$ cat config.mk
export PLATFORM = sky130hd
export DESIGN_NAME = lane_tx_arbiter
export DESIGN_NICKNAME = d
export VERILOG_FILES = /design/src/rtl/lane_arb_pkg.sv /design/src/rtl/lane_arb_dpath.sv /design/src/rtl/lane_arb_ctrl.sv /design/src/rtl/lane_tx_arbiter.sv
export SDC_FILE = /design/constraint.sdc
export NUM_CORES = 1
export LEC_CHECK = 0
export BUFFER_PORTS_ARGS = -buffer_cell sky130_fd_sc_hd__clkbuf_2
export CAP_MARGIN = 20
export CORE_MARGIN = 2
export CORE_UTILIZATION = 57
export DETAILED_ROUTE_END_ITERATION = 12
export HOLD_SLACK_MARGIN = 0.05
export PLACE_DENSITY = 0.75
export SLEW_MARGIN = 20
export SYNTH_ARGS = -nofsm -noshare
export SYNTH_HDL_FRONTEND = slang
export SYNTH_HIERARCHICAL = 1
export SYNTH_SLANG_ARGS = --single-unit
$ cat constraint.sdc
create_clock -name clk -period 23.8 [get_ports clk]
set_input_delay 1.19 -clock clk [delete_from_list [all_inputs] [get_ports clk]]
set_output_delay 1.19 -clock clk [all_outputs]
set_load 0.05 [all_outputs]
$ cat src/rtl/lane_arb_pkg.sv
package lane_arb_pkg;
  typedef enum logic [1:0] {
    ARB_RR   = 2'd0,
    ARB_PRIO = 2'd1,
    ARB_AGE  = 2'd2,
    ARB_RSVD = 2'd3
  } arbMode_e;

  // strobes from control to the lane status datapath
  typedef struct packed {
    logic allocFire;
    logic sendFire;
    logic sendLast;
  } ctrlStrobe_t;
endpackage

$ cat src/rtl/lane_arb_dpath.sv
module lane_arb_dpath
  import lane_arb_pkg::*;
#(
  parameter int NUM_LANES  = 4,
  parameter int LANE_DEPTH = 4,
  parameter int PRIO_W     = 2,
  parameter int STAMP_W    = 8,
  localparam int LW = $clog2(NUM_LANES),
  localparam int CW = $clog2(LANE_DEPTH + 1)
) (
  input  logic                    clk,
  input  logic                    rst_n,
  input  ctrlStrobe_t             strobes,
  input  logic [LW-1:0]           allocIdx,
  input  logic [LW-1:0]           sendIdx,
  input  logic [PRIO_W-1:0]       allocPrio,
  input  logic                    creditValid,
  input  logic [LW-1:0]           creditLane,
  output logic [NUM_LANES-1:0]    laneFree,
  output logic [NUM_LANES-1:0]    credNz,
  output logic [PRIO_W-1:0]       lanePrio  [NUM_LANES],
  output logic [STAMP_W-1:0]      laneStamp [NUM_LANES],
  output logic [STAMP_W-1:0]      stampNow,
  output logic [NUM_LANES*CW-1:0] laneCreditFlat,
  output logic                    creditErr
);
  localparam logic [CW-1:0] FULL = CW'(LANE_DEPTH);

  logic [CW-1:0] credit [NUM_LANES];

  always_ff @(posedge clk) begin
    if (!rst_n) begin
      for (int i = 0; i < NUM_LANES; i++) begin
        laneFree[i]  <= 1'b1;
        credit[i]    <= FULL;
        lanePrio[i]  <= '0;
        laneStamp[i] <= '0;
      end
      stampNow  <= '0;
      creditErr <= 1'b0;
    end else begin
      for (int i = 0; i < NUM_LANES; i++) begin
        logic takeIt, sendIt, backIt;
        takeIt = strobes.allocFire && (allocIdx == LW'(i));
        sendIt = strobes.sendFire && (sendIdx == LW'(i));
        backIt = creditValid && (creditLane == LW'(i));
        if (takeIt) begin
          laneFree[i]  <= 1'b0;
          lanePrio[i]  <= allocPrio;
          laneStamp[i] <= stampNow;
        end else if (sendIt && strobes.sendLast) begin
          laneFree[i] <= 1'b1;
        end
        if (backIt && !sendIt) begin
          if (credit[i] == FULL) creditErr <= 1'b1;
          else                   credit[i] <= credit[i] + 1'b1;
        end else if (sendIt && !backIt) begin
          credit[i] <= credit[i] - 1'b1;
        end
      end
      if (strobes.allocFire) stampNow <= stampNow + 1'b1;
    end
  end

  always_comb begin
    for (int i = 0; i < NUM_LANES; i++) begin
      credNz[i] = (credit[i] != '0);
      laneCreditFlat[i*CW +: CW] = credit[i];
    end
  end
endmodule

$ cat src/rtl/lane_arb_ctrl.sv
module lane_arb_ctrl
  import lane_arb_pkg::*;
#(
  parameter int NUM_LANES = 4,
  parameter int PRIO_W    = 2,
  parameter int STAMP_W   = 8,
  localparam int LW    = $clog2(NUM_LANES),
  localparam int KEY_W = (PRIO_W > STAMP_W) ? PRIO_W : STAMP_W
) (
  input  logic                 clk,
  input  logic                 rst_n,
  input  logic [1:0]           mode,
  input  logic                 allocReq,
  input  logic [NUM_LANES-1:0] flitReady,
  input  logic [NUM_LANES-1:0] flitLast,
  input  logic [NUM_LANES-1:0] laneFree,
  input  logic [NUM_LANES-1:0] credNz,
  input  logic [PRIO_W-1:0]    lanePrio  [NUM_LANES],
  input  logic [STAMP_W-1:0]   laneStamp [NUM_LANES],
  input  logic [STAMP_W-1:0]   stampNow,
  output ctrlStrobe_t          strobes,
  output logic [LW-1:0]        allocIdx,
  output logic [LW-1:0]        sendIdx
);
  logic [LW-1:0]        rrPtr;
  logic [NUM_LANES-1:0] eligible;
  logic                 allocFound;
  logic                 bestFound;
  logic [LW-1:0]        bestIdx;
  logic [KEY_W-1:0]     bestKey;
  logic [KEY_W-1:0]     key;
  int                   idx;

  // lowest free lane wins the allocation
  always_comb begin
    allocFound = 1'b0;
    allocIdx   = '0;
    for (int i = NUM_LANES - 1; i >= 0; i--) begin
      if (laneFree[i]) begin
        allocFound = 1'b1;
        allocIdx   = LW'(i);
      end
    end
  end

  assign eligible = ~laneFree & flitReady & credNz;

  // scan in rotation order, replace only on a strictly better key
  always_comb begin
    bestFound = 1'b0;
    bestIdx   = '0;
    bestKey   = '0;
    idx       = 0;
    key       = '0;
    for (int k = 0; k < NUM_LANES; k++) begin
      idx = int'(rrPtr) + k;
      if (idx >= NUM_LANES) idx = idx - NUM_LANES;
      case (arbMode_e'(mode))
        ARB_PRIO: key = KEY_W'(lanePrio[idx]);
        ARB_AGE:  key = KEY_W'(STAMP_W'(stampNow - laneStamp[idx]));
        default:  key = '0;
      endcase
      if (eligible[idx] && (!bestFound || key > bestKey)) begin
        bestFound = 1'b1;
        bestIdx   = LW'(idx);
        bestKey   = key;
      end
    end
  end

  always_comb begin
    strobes.allocFire = allocReq && allocFound;
    strobes.sendFire  = bestFound;
    strobes.sendLast  = bestFound && flitLast[bestIdx];
    sendIdx           = bestIdx;
  end

  always_ff @(posedge clk) begin
    if (!rst_n) rrPtr <= '0;
    else if (bestFound)
      rrPtr <= (bestIdx == LW'(NUM_LANES - 1)) ? '0 : bestIdx + 1'b1;
  end
endmodule

$ cat src/rtl/lane_tx_arbiter.sv
module lane_tx_arbiter
  import lane_arb_pkg::*;
#(
  parameter int NUM_LANES  = 4,
  parameter int LANE_DEPTH = 4,
  parameter int PRIO_W     = 2,
  parameter int STAMP_W    = 8,
  localparam int LW = $clog2(NUM_LANES),
  localparam int CW = $clog2(LANE_DEPTH + 1)
) (
  input  logic                    clk,
  input  logic                    rst_n,
  input  logic [1:0]              mode,
  input  logic                    allocReq,
  input  logic [PRIO_W-1:0]       allocPrio,
  output logic                    allocGrant,
  output logic [LW-1:0]           allocLane,
  input  logic [NUM_LANES-1:0]    flitReady,
  input  logic [NUM_LANES-1:0]    flitLast,
  output logic                    sendValid,
  output logic [LW-1:0]           sendLane,
  input  logic                    creditValid,
  input  logic [LW-1:0]           creditLane,
  output logic [NUM_LANES-1:0]    laneFree,
  output logic [NUM_LANES*CW-1:0] laneCredit,
  output logic                    creditErr
);
  ctrlStrobe_t          strobes;
  logic [LW-1:0]        allocIdx;
  logic [LW-1:0]        sendIdx;
  logic [NUM_LANES-1:0] credNz;
  logic [PRIO_W-1:0]    lanePrio  [NUM_LANES];
  logic [STAMP_W-1:0]   laneStamp [NUM_LANES];
  logic [STAMP_W-1:0]   stampNow;

  lane_arb_ctrl #(
    .NUM_LANES(NUM_LANES), .PRIO_W(PRIO_W), .STAMP_W(STAMP_W)
  ) u_ctrl (
    .clk(clk), .rst_n(rst_n), .mode(mode), .allocReq(allocReq),
    .flitReady(flitReady), .flitLast(flitLast), .laneFree(laneFree),
    .credNz(credNz), .lanePrio(lanePrio), .laneStamp(laneStamp),
    .stampNow(stampNow), .strobes(strobes), .allocIdx(allocIdx),
    .sendIdx(sendIdx)
  );

  lane_arb_dpath #(
    .NUM_LANES(NUM_LANES), .LANE_DEPTH(LANE_DEPTH),
    .PRIO_W(PRIO_W), .STAMP_W(STAMP_W)
  ) u_dpath (
    .clk(clk), .rst_n(rst_n), .strobes(strobes), .allocIdx(allocIdx),
    .sendIdx(sendIdx), .allocPrio(allocPrio), .creditValid(creditValid),
    .creditLane(creditLane), .laneFree(laneFree), .credNz(credNz),
    .lanePrio(lanePrio), .laneStamp(laneStamp), .stampNow(stampNow),
    .laneCreditFlat(laneCredit), .creditErr(creditErr)
  );

  assign allocGrant = strobes.allocFire;
  assign allocLane  = allocIdx;
  assign sendValid  = strobes.sendFire;
  assign sendLane   = sendIdx;
endmodule

# [Yosys cells after proc, flatten, opt, wreduce, memory -nomap -nowiden]
# Memory sizes are Yosys's and may differ from the RTL's.
# Index checks and enable logic that the tools add are counted.
[word_totals] register_bits=55 mem_bits_rw=12 inputBits=18 output_inout_bits=23 word_cells=260 mem_count=1
[op_classes] add_sub_neg=21 order_cmp=16 n_eq_ne=15 n_mux=123 bitwise=15 reduce_logical=54
[mem_list] name="u_dpath.credit" depth=4 word_bits=3 rd=4 rd_ports_with_merged_regs=0 write_ports=4 line="lane_arb_dpath.sv:29" text="logic [CW-1:0] credit [NUM_LANES];"
[ops] op="32-bit by 3-bit >= comparator with 1-bit output (second input constant)" n=4
[ops] op="32-bit by 4-bit less-than comparator with 1-bit output (second input constant)" n=4
[ops] op="32-bit two-way mux" n=4
[ops] op="32-bit inverter" n=4
[ops] op="32-bit by 4-bit >= comparator with 1-bit output (second input constant)" n=3
[ops] op="32-bit by 4-bit subtractor with 32-bit output (second input constant)" n=3
[ops] op="8-bit two-way mux" n=11
[ops] op="1-bit two-way mux" n=66
[ops] op="8-bit binary-select mux with 2-bit select" n=4
[ops] op="8-bit case mux with 2 select lines" n=4
[ops] op="2-bit two-way mux" n=17
[ops] op="8-bit subtractor" n=4
[ops] op="1-bit logical AND" n=29
[ops] op="8-bit greater-than comparator" n=3
[ops] op="3-bit two-way mux" n=8
[ops] op="2-bit binary-select mux with 2-bit select" n=4
[ops] op="2-bit equality test (second input constant)" n=7
[ops] op="3-bit by 1-bit adder with 3-bit output (second input constant)" n=4
[ops] op="3-bit equality test (second input constant)" n=4
[ops] op="3-bit nonzero test" n=4
[ops] op="3-bit by 1-bit subtractor with 3-bit output (second input constant)" n=4
[ops] op="1-bit zero test" n=11
[ops] op="1-bit binary-select mux with 2-bit select" n=5
[ops] op="8-bit by 1-bit adder with 8-bit output (second input constant)" n=1
[ops] op="13 further kinds" n=32

# [Longest topological paths before layout]
# Gate-level depths: netlist of run 1.
[logic_depth] depth_word=32 ltp_mapped=50 ltp_nobuf=42

# [Modules after synthesis]
# Netlist of run 1, hierarchy kept.
[modules_own_cells] module="lane_arb_ctrl" n_inst=1 cells_each=479 area_per_inst_um2=3827.4 seq_area_each_um2=40.0
[modules_own_cells] module="lane_arb_dpath" n_inst=1 cells_each=299 area_per_inst_um2=2952.8 seq_area_each_um2=1421.4

# [Worst setup path after synthesis of run 1]
# Ideal clock, no wire load.
[synth_timing] path_kind="reg-to-reg" startpoint="register u_ctrl.rrPtr[0]" endpoint="memory u_dpath/credit[1][2] (netlist name) (data pin)" setup_time_ps=268 arrival_time_ps=9778 t_required_ps=23532 slack_ps=13754 path_stages_with_launch=49 n_path_buf=8 synth_period_minus_slack_ps=10046 path_cell_list="dfxtp_1 > buf_2 > buf_2 > buf_2 > buf_2 > buf_4 > mux4_2 > inv_1 > ha_1 > nor2b_1 > o21ai_0 > a21oi_1 > o21a_1 > o41ai_1 > mux2i_1 > ha_1 > and4_1 > nand4_1 > [... 13 more ...] > clkbuf_1 > nor3_1 > a21oi_1 > ha_1 > nand2_1 > or3b_2 > o2bb2ai_1 > o21bai_1 > inv_1 > nor3_1 > nor2_1 > and3b_1 > o21a_1 > nand2_1 > fa_1 > xor2_1 > mux2_2 > nand2_1"
[synth_rtl] element="from (decl)" line="lane_arb_ctrl.sv:25" text="logic [LW-1:0] rrPtr;"
[synth_rtl] element="from (signal assigned)" line="lane_arb_ctrl.sv:81" text="rrPtr <= (bestIdx == LW'(NUM_LANES - 1)) ? '0 : bestIdx + 1'b1;"
[synth_rtl] element="to (decl)" line="lane_arb_dpath.sv:29"

==> impl_metrics.env, run 1 <==
export IMPL_status="finished, violations left"
export IMPL_violations="DRC"
export IMPL_post_route_cells_drive_above_1_share=0.139
export IMPL_detailed_place_hpwl_mm=13.1
export IMPL_clkPwrFrac=0.310
export IMPL_synth_ff_type="sky130_fd_sc_hd__dfxtp_1"
export IMPL_synth_warning_count=6
export IMPL_wire_length_of_the_first_global_routing_pass_mm=28.2
export IMPL_die_height_um=113
export IMPL_number_of_setup_violations_in_the_final_report=0
export IMPL_synthesis_area_per_instance_um2=8.71
export IMPL_critPathCaptureType="flip-flop"
export IMPL_die_x_um=113
export IMPL_synth_area_in_simple_gates=0.214
export IMPL_synth_commonest_cells="sky130_fd_sc_hd__nand2_1, sky130_fd_sc_hd__inv_1, sky130_fd_sc_hd__ha_1, sky130_fd_sc_hd__dfxtp_1, sky130_fd_sc_hd__nor2_1"
export IMPL_post_drt_via_cell_ratio=6.31
export IMPL_worstSkewPairLatency_ns=0.33
export IMPL_timing_rr_start="u_ctrl/rrPtr[0]$_SDFFE_PN0P_"
export IMPL_tritoncts="built"
export IMPL_worst_hold_startpoint="u_dpath/creditErr$_SDFF_PN0_"
export IMPL_final_core_util=0.634
export IMPL_static_leakage_power_nw=2.96
export IMPL_detail_route_wl_per_cell_um=18.0
export IMPL_switching_share=0.371
export IMPL_critical_path_top_cell_by_count="sky130_fd_sc_hd__ha_1"
export IMPL_total_switching_power_w=0.000166
export IMPL_area_of_the_placeable_core_um2=11500
export IMPL_timing_hold_worst_path_depth=1
export IMPL_syn2layout_area_growth_pct=7.71
export IMPL_synth_top_cells_by_area="sky130_fd_sc_hd__dfxtp_1, sky130_fd_sc_hd__mux4_2, sky130_fd_sc_hd__ha_1"
export IMPL_register_area_share_after_synthesis=0.216
export IMPL_synth_distinct_cells=76
export IMPL_finalHoldViolations=0
export IMPL_std_cell_rows=39
export IMPL_num_nets_final=879
export IMPL_cts_root_buf="sky130_fd_sc_hd__clkbuf_16"
export IMPL_start_util=0.589
export IMPL_setup_tns_after_final_layout_ns=0
export IMPL_max_cap_violations=0
export IMPL_synth_largest_area_cell="sky130_fd_sc_hd__dfxtp_1"
export IMPL_finalMaxSlewViolations=0
export IMPL_cts_hold_buffers=0
export IMPL_synth_edf_count=12
export IMPL_gr_usage_all_layers=0.273
export IMPL_insertedDiodeCount=0
export IMPL_synthMuxAreaShare=0.185
export IMPL_cts_repair_resize_count=0
export IMPL_power_density_nw_per_um2=61.5
export IMPL_synth_top_family_by_area="simple AND/OR/NAND/NOR gates"
export IMPL_critPathLaunchType="flip-flop"
export IMPL_globalRoute_totalOverflow=0
export IMPL_maxClockFrequency_ghz=0.0893
export IMPL_routed_via_count=5944
export IMPL_yosys_area_share_adder=0.130
export IMPL_post_place_cells=927
export IMPL_drtPass1Iterations=9
export IMPL_final_period_minus_worst_setup_slack_ns=11.20
export IMPL_compound_gate_fraction_of_synth_area=0.156
export IMPL_htreeDepth=3
export IMPL_synth_xor_xnor_area_share=0.0323
export IMPL_post_route_drc_count=1
export IMPL_netlist_instances=778
export IMPL_synthMostInstantiatedCell="sky130_fd_sc_hd__nand2_1"
export IMPL_regArea_um2=1460
export IMPL_postRouteAntennaNets=0
export IMPL_worstSetupStartpoint="u_ctrl/rrPtr[0]$_SDFFE_PN0P_"
export IMPL_fin_cells=942
export IMPL_rsz0062_at_grt="no"
export IMPL_setup_slack_ns=12.60
export IMPL_ys_seq_elements=67
export IMPL_synthesis_area_um2=6780
export IMPL_final_design_area_no_fill_um2=7300
export IMPL_cts_repair_timing_setup_buffer_count=0
export IMPL_worstPathRequired_ns=23.99
export IMPL_placed_cell_area_um2=6990
export IMPL_cts_inserted_buffers=9
export IMPL_maximum_buffer_depth_of_the_clock_tree=2
export IMPL_async_reset_ff_frac=0
export IMPL_port_buffer_count=40
export IMPL_multi_input_comb_area_um2=4870
export IMPL_syn_num_nets=862
export IMPL_first_global_vias=5710
export IMPL_place_gp_congestion=0.925
export IMPL_top_level_ports=41
export IMPL_type_of_the_setup_path_with_the_least_slack="flip-flop to flip-flop"
export IMPL_power_combinational_fraction=0.395
export IMPL_worst_r2r_cell_count=39
export IMPL_worst_clock_skew_ns=0.00846
export IMPL_holdCritPathClass="flip-flop to flip-flop"
export IMPL_worst_path_fanout_max=42
export IMPL_grt_start_max_net_pins=72
export IMPL_slowest_delay_ns=0.81
export IMPL_cts_clk_slew_worst_paths_ns=0.06
export IMPL_detailedPlace_worstSlack_ns=12.83
export IMPL_yosysTopAreaCellShare=0.162
export IMPL_floorplan_die_area_um2=12800
export IMPL_worstMarginPinSlew_ns=0.985
export IMPL_antenna_found_initial=0
export IMPL_dr_first_iter_drc_count=559
export IMPL_clkSinkCount=67
export IMPL_max_slew_margin_vs_limit=0.343
export IMPL_n_fill_cell=968
export IMPL_timing_critical_path_slowest_stage_cell="sky130_fd_sc_hd__nor3_2"
export IMPL_vdd_ir_drop_max_mv=0.0521
export IMPL_arrival_ns=11.39
export IMPL_route_final_wire_length_mm=17.0
export IMPL_final_period_utilization=0.471
export IMPL_pwr_share_seq=0.296
export IMPL_internal_power_w=0.000283
==> power by group through the flow <==
stage,logic (W),registers (W),clock network [W]
after floorplan,0.000137,0.000142,0
after global placement,0.000170,0.000134,0
after detailed placement,0.000174,0.000135,0
after CTS,0.000176,0.000133,0.000140
after global routing,0.000194,0.000134,0.000146
final,0.000177,0.000133,0.000139
==> cell usage in the layout (no fill, tap or decap), types with 10 or more instances in the layout <==
master	n
sky130_fd_sc_hd__and3_1	11
sky130_fd_sc_hd__nand4_1	10
sky130_fd_sc_hd__nor2b_1	33
sky130_fd_sc_hd__clkbuf_2	39
sky130_fd_sc_hd__xnor2_1	16
sky130_fd_sc_hd__dfxtp_1	53
sky130_fd_sc_hd__nor3b_1	11
sky130_fd_sc_hd__nor3_1	13
sky130_fd_sc_hd__mux4_2	33
sky130_fd_sc_hd__edfxtp_1	12
sky130_fd_sc_hd__o21ai_0	33
sky130_fd_sc_hd__a21oi_1	41
sky130_fd_sc_hd__mux2i_1	40
sky130_fd_sc_hd__a21boi_0	20
sky130_fd_sc_hd__inv_1	70
sky130_fd_sc_hd__nor2_1	47
sky130_fd_sc_hd__nand2_1	91
sky130_fd_sc_hd__ha_1	59
==> per-layer routing <==
metal	wire, um	vias to the layer above	GRT usage
met5	0	-	0
met4	171	0	0.0748
met3	1110	15	0.0375
met2	8290	217	0.452
met1	7430	2894	0.378
li1	-	2818	-
==> flip-flops by register name, summed over array words and instances (netlist names) <==
register,flops
u_dpath/stampNow,8
u_dpath/laneStamp,32
u_dpath/creditErr,1
u_ctrl/rrPtr,2
u_dpath/lanePrio,8
u_dpath/credit,12
u_dpath/laneFree,4
==> final timing paths <==
| kind | to | slack (ns) |
|---|---|---|
| max reg2reg | u_dpath/credit[0][2]$_SDFFCE_PN1P_ | 12.60 |
| min reg2reg | u_dpath/creditErr$_SDFF_PN0_ | 0.49 |
| min | u_dpath/creditErr$_SDFF_PN0_ | 0.49 |
| max | u_dpath/credit[0][2]$_SDFFCE_PN1P_ | 12.60 |
==> cell type report <==
type / count / area share
clock inverters: 2 / 0.00822
flip-flops and latches: 67 / 0.200
clock buffers: 13 / 0.0343
repair buffers: 42 / 0.0295
multi-input cells: 605 / 0.667
well taps: 143 / 0.0245
inverters: 70 / 0.0360
==> per-stage QoR <==
step | hold WS (ns) | power (W)
2_1_floorplan | 0.450 | 0.000280
3_3_place_gp | 0.465 | 0.000304
3_5_place_dp | 0.471 | 0.000309
4_1_cts | 0.490 | 0.000448
5_1_grt | 0.502 | 0.000474
6_report | 0.490 | 0.000449
==> cell families after synthesis <==
| kind of cell | after synthesis |
|---|---|
| AOI/OAI and AO/OA | 158 |
| xor gates and xnor gates | 25 |
| adders and majority gates | 66 |
| buffers and inverters | 106 |
| DFF | 67 |
| muxes | 83 |
| and+or+nand+nor | 273 |
==> critical path: cells and delay by family (launching register included) <==
| kind | cells | cell delay [ns] |
|---|---|---|
| mux | 5 | 1.90 |
| buf+inv | 4 | 0.90 |
| compound gates | 12 | 3.00 |
| flops | 1 | 0.58 |
| fa+ha+maj | 5 | 1.45 |
| xor+xnor | 1 | 0.15 |
| simple gates | 12 | 3.02 |
No activity file was read; power rests on OpenSTA's default activity.
==> inputs of run 2 (changes only) <==
--- a/config.mk
+++ b/config.mk
@@ -5,13 +5,14 @@
 export SDC_FILE = /design/constraint.sdc
 export NUM_CORES = 1
 export LEC_CHECK = 0
+export ABC_AREA = 1
 export BUFFER_PORTS_ARGS = -buffer_cell sky130_fd_sc_hd__clkbuf_2
 export CAP_MARGIN = 20
 export CORE_MARGIN = 2
 export CORE_UTILIZATION = 57
 export DETAILED_ROUTE_END_ITERATION = 12
 export HOLD_SLACK_MARGIN = 0.05
-export PLACE_DENSITY = 0.75
+export PLACE_DENSITY = 0.79
 export SLEW_MARGIN = 20
 export SYNTH_ARGS = -nofsm -noshare
 export SYNTH_HDL_FRONTEND = slang
==> constraint.sdc (replaced) <==
create_clock -name clk -period 9.4 [get_ports clk]
set_input_delay 0.47 -clock clk [delete_from_list [all_inputs] [get_ports clk]]
set_output_delay 0.47 -clock clk [all_outputs]
set_load 0.05 [all_outputs]
==> impl_metrics.env, run 2 <==
export IMPL_drtPass1Iterations=5
export IMPL_clkSinkCount=67
export IMPL_wire_length_of_the_first_global_routing_pass_mm=25.4
export IMPL_route_final_wire_length_mm=15.3
export IMPL_yosys_area_share_adder=0.138
export IMPL_ys_seq_elements=67
export IMPL_worst_r2r_cell_count=50
export IMPL_worstMarginPinSlew_ns=0.708
export IMPL_area_of_the_placeable_core_um2=10900
export IMPL_synth_top_cells_by_area="sky130_fd_sc_hd__dfxtp_1, sky130_fd_sc_hd__o21ai_0, sky130_fd_sc_hd__ha_1"
export IMPL_number_of_flip_flops_under_the_largest_register_name=32
export IMPL_synth_top_family_by_area="simple AND/OR/NAND/NOR gates"
export IMPL_final_period_minus_worst_setup_slack_ns=8.22
export IMPL_compound_gate_fraction_of_synth_area=0.222
export IMPL_post_route_drc_count=0
export IMPL_die_x_um=110
export IMPL_floorplan_die_area_um2=12000
export IMPL_synth_warning_count=6
export IMPL_critPathLaunchType="flip-flop"
export IMPL_grt_start_max_net_pins=62
export IMPL_status="finished, final reports clean"
export IMPL_finalMaxSlewViolations=0
export IMPL_maxClockFrequency_ghz=0.122
export IMPL_power_density_nw_per_um2=349
export IMPL_register_area_share_after_synthesis=0.229
export IMPL_async_reset_ff_frac=0
export IMPL_insertedDiodeCount=0
export IMPL_die_height_um=110
export IMPL_finalHoldViolations=0
export IMPL_start_util=0.585
export IMPL_arrival_ns=8.31
export IMPL_worst_clock_skew_ns=0.0102
export IMPL_antenna_found_initial=0
export IMPL_postRouteAntennaNets=0
export IMPL_hold_end="u_dpath/lanePrio[2]$_SDFFE_PN0P_"
export IMPL_vdd_ir_drop_max_mv=0.265
export IMPL_synthMuxAreaShare=0.00786
export IMPL_synthesis_area_per_instance_um2=6.49
export IMPL_worstPathRequired_ns=9.49
export IMPL_detailed_place_hpwl_mm=12.1
export IMPL_synth_distinct_cells=46
export IMPL_top_level_ports=41
export IMPL_reg_with_most_ffs="u_dpath/laneStamp"
export IMPL_cts_root_buf="sky130_fd_sc_hd__clkbuf_8"
export IMPL_detail_route_wl_per_cell_um=13.4
export IMPL_worstReg2RegEnd="u_dpath/credit[2][2]$_SDFFCE_PN1P_"
export IMPL_rsz0062_at_grt="no"
export IMPL_synth_commonest_cells="sky130_fd_sc_hd__nand2_1, sky130_fd_sc_hd__o21ai_0, sky130_fd_sc_hd__inv_1, sky130_fd_sc_hd__a21oi_1, sky130_fd_sc_hd__nor2_1"
export IMPL_place_gp_congestion=0.866
export IMPL_final_design_area_no_fill_um2=6710
export IMPL_placed_cell_area_um2=6570
export IMPL_timing_hold_worst_path_depth=3
export IMPL_synth_ff_type="sky130_fd_sc_hd__dfxtp_1"
export IMPL_first_global_vias=5321
export IMPL_holdCritPathClass="input pin to flip-flop"
export IMPL_synth_area_in_simple_gates=0.264
export IMPL_max_slew_margin_vs_limit=0.527
export IMPL_maximum_buffer_depth_of_the_clock_tree=2
export IMPL_cts_repair_resize_count=0
export IMPL_netlist_instances=981
export IMPL_setup_tns_after_final_layout_ns=0
export IMPL_number_of_setup_violations_in_the_final_report=0
export IMPL_synth_xor_xnor_area_share=0.0138
export IMPL_htreeDepth=3
export IMPL_synth_edf_count=12
export IMPL_timing_rr_start="u_ctrl/rrPtr[0]$_SDFFE_PN0P_"
export IMPL_most_common_layout_cells="sky130_fd_sc_hd__nand2_1, sky130_fd_sc_hd__o21ai_0, sky130_fd_sc_hd__inv_1"
export IMPL_static_leakage_power_nw=3.22
export IMPL_n_fill_cell=1088
export IMPL_slowest_delay_ns=0.75
export IMPL_cts_clk_slew_worst_paths_ns=0.06
export IMPL_std_cell_rows=38
export IMPL_dr_first_iter_drc_count=511
export IMPL_post_drt_via_cell_ratio=5.38
export IMPL_tritoncts="built"
export IMPL_cts_repair_timing_setup_buffer_count=0
export IMPL_globalRoute_totalOverflow=0
export IMPL_timing_critical_path_slowest_stage_cell="sky130_fd_sc_hd__dfxtp_2"
export IMPL_worst_path_fanout_max=35
export IMPL_max_cap_violations=0
export IMPL_critical_path_top_cell_by_count="sky130_fd_sc_hd__nand2_1"
export IMPL_reg2reg_slack_ns=1.18
export IMPL_syn_num_nets=1065
export IMPL_port_buffer_count=40
export IMPL_synthMostInstantiatedCell="sky130_fd_sc_hd__nand2_1"
export IMPL_worstSkewPairLatency_ns=0.34
export IMPL_routed_via_count=6153
export IMPL_most_frequent_standard_cell_in_the_layout_excluding_fill_and_tap_cells="sky130_fd_sc_hd__nand2_1"
export IMPL_post_route_cells_drive_above_1_share=0.106
export IMPL_layout_top_registers="u_dpath/laneStamp: 32 flops, u_dpath/credit: 12 flops"
export IMPL_critPathCaptureType="flip-flop"
export IMPL_cts_hold_buffers=0
export IMPL_gr_usage_all_layers=0.266
export IMPL_syn2layout_area_growth_pct=5.36
export IMPL_worst_hold_startpoint="allocPrio[0]"
export IMPL_type_of_the_setup_path_with_the_least_slack="flip-flop to flip-flop"
export IMPL_final_period_utilization=0.875
export IMPL_wl_met3_um=788
export IMPL_highest_layer="met4"
export IMPL_cts_inserted_buffers=9
export IMPL_met2RoutedLength_mm=6.59
export IMPL_synthesis_area_um2=6370
export IMPL_num_nets_final=1085
export IMPL_synth_largest_area_cell="sky130_fd_sc_hd__dfxtp_1"
export IMPL_detail_route_wirelength_met1_mm=7.36
export IMPL_yosysTopAreaCellShare=0.173
run 2: cell types whose count changed in the layout (fill, tap and decap cells not counted), moves of 35 or more:
cell                      before  now
sky130_fd_sc_hd__nand2_1      91  196
sky130_fd_sc_hd__inv_1        70  147
sky130_fd_sc_hd__a21oi_1      41   82
sky130_fd_sc_hd__mux2i_1      40    5
sky130_fd_sc_hd__o21ai_0      33  148
run 2: where the power goes:
part	switching, W	internal (W)
combinational	0.00118	0.000558
sequential	0.0000583	0.000359
clock	0.0000965	0.0000911
total	0.00134	0.00101
run 2: cell type report:
type | count | area, um^2 | area share
multi-input combinational | 726 | 4120 | 0.613
clock buffer | 12 | 135 | 0.0201
inverter | 153 | 587 | 0.0875
timing repair buffer | 44 | 230 | 0.0343
clock inverter | 1 | 5.00 | 0.000746
sequential | 67 | 1460 | 0.218
tap | 140 | 175 | 0.0261
run 2: how the worst max path moves through the flow:
| stage | from | slack, ns | endpoint |
|---|---|---|---|
| 6_report | u_ctrl/rrPtr[0]$_SDFFE_PN0P_ | 1.18 | u_dpath/credit[2][2]$_SDFFCE_PN1P_ |
| 3_5_place_dp | u_ctrl/rrPtr[0]$_SDFFE_PN0P_ | 1.39 | u_dpath/credit[2][2]$_SDFFCE_PN1P_ |
| 2_1_floorplan | u_ctrl/rrPtr[0]$_SDFFE_PN0P_ | 1.70 | u_dpath/credit[2][2]$_SDFFCE_PN1P_ |
| 4_1_cts | u_ctrl/rrPtr[0]$_SDFFE_PN0P_ | 1.31 | u_dpath/credit[2][2]$_SDFFCE_PN1P_ |
| 5_1_grt | u_ctrl/rrPtr[0]$_SDFFE_PN0P_ | 0.23 | u_dpath/credit[2][2]$_SDFFCE_PN1P_ |
| 3_3_place_gp | u_ctrl/rrPtr[0]$_SDFFE_PN0P_ | 1.56 | u_dpath/credit[0][2]$_SDFFCE_PN1P_ |
run 2: through the flow:
stage / power (W) / std cells / utilization / hold slack, ns / setup slack (ns)
finish: 0.00234 / 1143 / 0.616 / 0.413 / 1.18
global route: 0.00262 / 1143 / 0.616 / 0.440 / 0.226
CTS: 0.00233 / 1143 / 0.616 / 0.405 / 1.31
detailed placement: 0.00214 / 1130 / 0.603 / 0.438 / 1.39
global placement: 0.00211 / 1130 / 0.603 / 0.433 / 1.56
floorplan: 0.00183 / 981 / - / 0.424 / 1.70
run 2: cell families after synthesis:
logic type / Yosys count
flops: 67
mux: 5
compound gates: 268
buf+inv: 188
simple gates: 377
xor+xnor: 10
fa+ha+maj: 66
run 2: critical path, delay by kind of cell, from the launching register on:
kind / cells / cell delay (ns)
AND/OR/NAND/NOR: 28 / 2.95
flip-flops: 1 / 0.75
XOR/XNOR: 1 / 0.19
AO/OA/AOI/OAI: 11 / 1.82
adder cells (fa/ha/maj): 5 / 1.85
buffers and inverters: 5 / 0.39
run 2: layer usage:
layer	vias to the layer above	track usage
met1	2734	0.367
met3	31	0.0510
met2	136	0.399
li1	3252	-
met5	-	0
met4	0	0.129
